## config.mk

```make
export PLATFORM = sky130hd
export DESIGN_NAME = mhpe_top
export DESIGN_NICKNAME = d
export VERILOG_FILES = /design/src/rtl/mhpe_pkg.sv /design/src/rtl/mhpe_find_clear.sv /design/src/rtl/mhpe_stage.sv /design/src/rtl/mhpe_top.sv
export SDC_FILE = /design/constraint.sdc
export NUM_CORES = 1
export LEC_CHECK = 0
export BUFFER_PORTS_ARGS = -buffer_cell sky130_fd_sc_hd__buf_4
export CORE_ASPECT_RATIO = 1.2
export CORE_MARGIN = 10
export CORE_UTILIZATION = 63
export DETAILED_ROUTE_END_ITERATION = 16
export PLACE_DENSITY_LB_ADDON = 0.3
export SYNTH_ARGS = -nofsm -noshare
export SYNTH_HDL_FRONTEND = slang
export SYNTH_SLANG_ARGS = --single-unit
```

## constraint.sdc

```tcl
create_clock -name clk -period 3.4 [get_ports clk]
set_clock_uncertainty 0.1 [all_clocks]
set_input_delay 0.17 -clock clk [delete_from_list [all_inputs] [get_ports clk]]
set_output_delay 0.17 -clock clk [all_outputs]
set_load 0.03 [all_outputs]
```

## src/rtl/mhpe_pkg.sv

```systemverilog
package mhpe_pkg;

    // Default geometry of the encoder.
    localparam int unsigned DEF_WORD_W   = 32;
    localparam int unsigned DEF_NUM_HITS = 4;

    // Number of bits needed to index a word of the given width.
    function automatic int unsigned idx_width(input int unsigned word_w);
        int unsigned w;
        w = 1;
        while ((1 << w) < word_w) begin
            w = w + 1;
        end
        return w;
    endfunction

endpackage

```

## src/rtl/mhpe_find_clear.sv

```systemverilog
// Combinational locator: finds the lowest set bit, encodes its index and
// returns the word with that bit removed.
module mhpe_find_clear #(
    parameter int unsigned WORD_W = mhpe_pkg::DEF_WORD_W,
    parameter int unsigned IDX_W  = mhpe_pkg::idx_width(WORD_W)
) (
    input  logic [WORD_W-1:0] word_i,
    output logic              hit_o,
    output logic [IDX_W-1:0]  idx_o,
    output logic [WORD_W-1:0] rest_o
);

    logic [WORD_W-1:0] lowest;

    always_comb begin
        // Two's complement isolates the lowest set bit.
        lowest = word_i & (~word_i + {{(WORD_W-1){1'b0}}, 1'b1});
        rest_o = word_i & ~lowest;
        hit_o  = |word_i;
        idx_o  = '0;
        for (int i = 0; i < int'(WORD_W); i++) begin
            if (lowest[i]) begin
                idx_o = idx_o | IDX_W'(i);
            end
        end
    end

endmodule

```

## src/rtl/mhpe_stage.sv

```systemverilog
// One registered find-and-clear stage. It fills result slot SLOT and
// carries the slots already filled by earlier stages alongside the word.
module mhpe_stage #(
    parameter int unsigned WORD_W   = mhpe_pkg::DEF_WORD_W,
    parameter int unsigned NUM_HITS = mhpe_pkg::DEF_NUM_HITS,
    parameter int unsigned SLOT     = 0,
    parameter int unsigned IDX_W    = mhpe_pkg::idx_width(WORD_W)
) (
    input  logic                      clk,
    input  logic                      rst,
    input  logic                      valid_i,
    input  logic [WORD_W-1:0]         word_i,
    input  logic [NUM_HITS-1:0]       found_i,
    input  logic [NUM_HITS*IDX_W-1:0] idx_i,
    output logic                      valid_o,
    output logic [WORD_W-1:0]         word_o,
    output logic [NUM_HITS-1:0]       found_o,
    output logic [NUM_HITS*IDX_W-1:0] idx_o
);

    typedef struct packed {
        logic                      valid;
        logic [WORD_W-1:0]         word;
        logic [NUM_HITS-1:0]       found;
        logic [NUM_HITS*IDX_W-1:0] idx;
    } stage_t;

    stage_t st_d, st_q;

    logic              hit;
    logic [IDX_W-1:0]  hit_idx;
    logic [WORD_W-1:0] rest;

    mhpe_find_clear #(
        .WORD_W(WORD_W),
        .IDX_W (IDX_W)
    ) u_find (
        .word_i(word_i),
        .hit_o (hit),
        .idx_o (hit_idx),
        .rest_o(rest)
    );

    always_comb begin
        st_d        = st_q;
        st_d.valid  = valid_i;
        st_d.word   = rest;
        st_d.found  = found_i;
        st_d.idx    = idx_i;
        st_d.found[SLOT] = hit;
        st_d.idx[SLOT*IDX_W +: IDX_W] = hit ? hit_idx : '0;
    end

    always_ff @(posedge clk) begin
        if (rst) begin
            st_q <= '0;
        end else begin
            st_q <= st_d;
        end
    end

    assign valid_o = st_q.valid;
    assign word_o  = st_q.word;
    assign found_o = st_q.found;
    assign idx_o   = st_q.idx;

endmodule

```

## src/rtl/mhpe_top.sv

```systemverilog
module mhpe_top #(
    parameter int unsigned WORD_W   = mhpe_pkg::DEF_WORD_W,
    parameter int unsigned NUM_HITS = mhpe_pkg::DEF_NUM_HITS,
    parameter int unsigned IDX_W    = mhpe_pkg::idx_width(WORD_W)
) (
    input  logic                      clk,
    input  logic                      rst,
    input  logic                      in_valid,
    input  logic [WORD_W-1:0]         in_word,
    output logic                      out_valid,
    output logic [NUM_HITS-1:0]       out_found,
    output logic [NUM_HITS*IDX_W-1:0] out_idx
);

    localparam int unsigned PACK_W = NUM_HITS * IDX_W;

    logic                v_s [0:NUM_HITS];
    logic [WORD_W-1:0]   w_s [0:NUM_HITS];
    logic [NUM_HITS-1:0] f_s [0:NUM_HITS];
    logic [PACK_W-1:0]   i_s [0:NUM_HITS];

    assign v_s[0] = in_valid;
    assign w_s[0] = in_word;
    assign f_s[0] = '0;
    assign i_s[0] = '0;

    for (genvar s = 0; s < NUM_HITS; s++) begin : g_stage
        mhpe_stage #(
            .WORD_W  (WORD_W),
            .NUM_HITS(NUM_HITS),
            .SLOT    (s),
            .IDX_W   (IDX_W)
        ) u_stage (
            .clk    (clk),
            .rst    (rst),
            .valid_i(v_s[s]),
            .word_i (w_s[s]),
            .found_i(f_s[s]),
            .idx_i  (i_s[s]),
            .valid_o(v_s[s+1]),
            .word_o (w_s[s+1]),
            .found_o(f_s[s+1]),
            .idx_o  (i_s[s+1])
        );
    end

    assign out_valid = v_s[NUM_HITS];
    assign out_found = f_s[NUM_HITS];
    assign out_idx   = i_s[NUM_HITS];

endmodule

```

==> flow_metrics.py <==
metrics = {
    "critical_path": {
        "worst-r2r-setup-slack_ns": 0.76,
        "crit_arrival_ns": 3.26,
        "critPathKind": "input pin to flop",
        "r2r_start": "g_stage[0].u_stage.word_o[1]",
        "slowest_stage": "dlygate4sd3_1",
        "cp_cell_sequence": "dlygate4sd3_1 -> buf_4 -> or3_1 -> nor4_2 -> nor3b_1 -> nand2_1 -> o311a_1 -> dlygate4sd3_1",
        "crit_required_ns": 3.61,
        "r2r_cells": 6,
        "cp-end-kind": "flop",
        "cp-start-kind": "input pin",
        "cp_max_fo": 7,
        "worst_path_most_repeated_cell": "dlygate4sd3_1",
        "critPathMaxStageDelay_ns": 0.56,
        "r2r-end": "g_stage[1].u_stage.idx_o[9]",
    },
    "cts": {
        "clkLatencyLatePin_ns": 0.42,
        "clk_pin_slew_worst_paths_ns": 0.07,
        "cts_tree": "yes",
        "cts_num_sinks": 154,
        "ctsResizeCount": 0,
        "htreeDepth": 4,
        "cts_root_buf": "clkbuf_16",
        "cts_made_buffers": 17,
        "post_cts_buffers": 0,
        "clock_path_buffers": 2,
    },
    "global_route": {
        "grt-ovfl-total": 0,
        "grt_pass1_wl_um": 28200,
        "antenna_found_initial": 0,
        "grt_usage": 0.239,
        "grt_max_degree": 64,
        "first_global_vias": 5750,
    },
    "power_and_ir_drop": {
        "p_sw_frac": 0.273,
        "p_switching_mw": 1.19,
        "p_leak_nw": 3.29,
        "power_mw": 4.34,
        "power.internal_mw": 3.16,
        "clkPwrFrac": 0.430,
        "seq_power_share": 0.450,
        "powerDensity_nw_per_um2": 554,
        "max-vdd-ir-drop_v": 0.000308,
        "p_comb_frac": 0.121,
    },
    "logic_synthesis": {
        "yosys.area.top_type": "dfxtp_1",
        "syn_inst": 686,
        "synth-seq-cells": 154,
        "async_flop_share": 0,
        "synth_nets": 721,
        "synth_area_leaders": "dfxtp_1 49%, nor2b_1 4.7%, nor3_1 4.3%",
        "synth_flop_cell": "dfxtp_1",
        "avgSynthCellArea_um2": 9.16,
        "synth_edf_count": 0,
        "yosys_warnings": 0,
        "ys_types": 67,
        "synth_top_area_frac": 0.491,
        "netlist_area_um2": 6280,
        "synth_seq_area_share": 0.491,
    },
    "drt": {
        "ant_nets": 0,
        "dr.pass1.iters": 6,
        "initialDrtViolationCount": 610,
        "vias": 5793,
        "wire_per_inst_um": 19.2,
        "drc": 0,
        "wl_um": 17700,
        "vias_per_cell": 6.28,
    },
    "timing": {
        "slew_viol_final": 0,
        "slew_headroom": 0.446,
        "max_freq_mhz": 328,
        "setup_tns_ns": 0,
        "finalCritPeriodShare": 0.898,
        "rsz0062_at_grt": "no",
        "tightest_slew_ns": 0.824,
        "whs_ns": 0.0567,
        "setup_ws_ns": 0.348,
        "finalHoldViolCount": 0,
        "setup_violations": 0,
        "finalCriticalPeriod_ns": 3.05,
    },
    "final_layout": {
        "final_cell_mix": "154 x dfxtp_1, 65 x nor2_1, 64 x buf_4",
        "fin_util": 0.815,
        "design_area_um2": 7830,
        "area_delta_synth_final_pct": 24.6,
        "drive_gt1_frac": 0.143,
        "final_common_cell": "dfxtp_1",
        "diodes": 0,
        "nNetsFinal": 821,
        "fin_cells": 922,
    },
    "die": {
        "core-area_um2": 9610,
        "start_util": 0.654,
        "die_h_um": 129,
        "die_w_um": 111,
        "io_pins": 60,
        "fp-row-count": 39,
        "die_area_um2": 14400,
    },
    "worst_hold_path": {
        "holdCritPathClass": "input pin to flop",
        "hp-start": "in_word[0]",
        "whs_path_depth": 3,
        "min_to": "g_stage[0].u_stage.word_o[2]",
    },
    "placed_design": {
        "dp_cells": 846,
        "portBuffers": 59,
        "postPlaceCellArea_um2": 6790,
        "place_congestion": 0.989,
        "dp_worst_setup_slack_ns": 0.946,
        "dpl.hpwl_um": 12000,
    },
    "run": {
        "drv_cap": 0,
    },
    "outcome": {
        "status": "finished clean",
    },
}
-- layout make-up --
cell class / instances / area, µm²
clock inverter: 15 / 173
inverter: 26 / 97.6
fill: 599 / 1780
sequential: 154 / 3080
clock buffer: 17 / 425
multi-input combinational: 479 / 2980
tap: 123 / 154
timing repair buffer: 108 / 921
-- synthesized netlist by cell type, types with 5 or more instances --
library cell,number
nor4_1,18
o211a_1,11
a21o_1,6
o21bai_1,5
nor3_1,54
o31ai_1,6
a21oi_1,40
nor2_1,65
inv_1,25
o311a_1,18
a31oi_1,17
nand2_1,30
nand2b_1,5
dfxtp_1,154
nand3_1,10
nor2b_1,47
a211oi_1,5
nor3b_1,22
clkbuf_1,17
and3_1,30
or4_1,6
or3_1,8
-- routing by layer --
metal,GRT usage,vias to the layer above,wire (µm)
li1,-,2742,-
met1,0.242,2669,6540
met2,0.448,307,9170
met3,0.0448,75,1010
met4,0.148,0,1000
met5,0,-,0
-- power by group through the flow --
stage                     clock network [mW]  logic (mW)  registers, mW
after floorplan                            0       0.283           2.00
after global placement                     0       0.456           1.98
after detailed placement                   0       0.463           1.99
after CTS                               1.88       0.507           1.95
after global routing                    1.96       0.564           1.96
final                                   1.86       0.523           1.95
-- critical path, delay by kind of cell --
kind | cells | cell delay [ns]
buf+inv | 3 | 1.27
simple gates | 4 | 1.51
compound gates | 1 | 0.32
-- repair_timing --
| item | 4_1_cts | 5_1_grt |
|---|---|---|
| hold buffers | 44 | 0 |
| endpoints found under the hold margin | 42 | 0 |
| endpoints found under the setup margin | 0 | 0 |
-- sequential cells by signal, summed over array words and instances (netlist names) --
signal                   cells
g_stage.u_stage.word_o      90
g_stage.u_stage.found_o     10
g_stage.u_stage.valid_o      4
g_stage.u_stage.idx_o       50
-- logic make-up (layout without fill, tap and decap cells) --
kind of cell | count (synthesis) | count (layout) | share of synthesized area
flip-flops | 154 | 154 | 0.491
AO/OA/AOI/OAI | 151 | 151 | 0.178
buffers and inverters | 53 | 166 | 0.0356
AND/OR/NAND/NOR | 328 | 328 | 0.296
-- how the worst max path moves through the flow --
stage	from	to	slack, ns	cells after the start
5_1_grt	in_word[21]	g_stage[0].u_stage.word_o[31]	0.17	8
3_3_place_gp	in_word[21]	g_stage[0].u_stage.idx_o[3]	0.94	7
4_1_cts	in_word[23]	g_stage[0].u_stage.word_o[31]	0.46	8
6_report	in_word[21]	g_stage[0].u_stage.word_o[31]	0.35	8
3_5_place_dp	g_stage[0].u_stage.word_o[12]	g_stage[1].u_stage.idx_o[9]	0.95	6
2_1_floorplan	g_stage[0].u_stage.word_o[12]	g_stage[1].u_stage.word_o[29]	1.17	5
No activity file was read; power rests on OpenSTA's default activity.
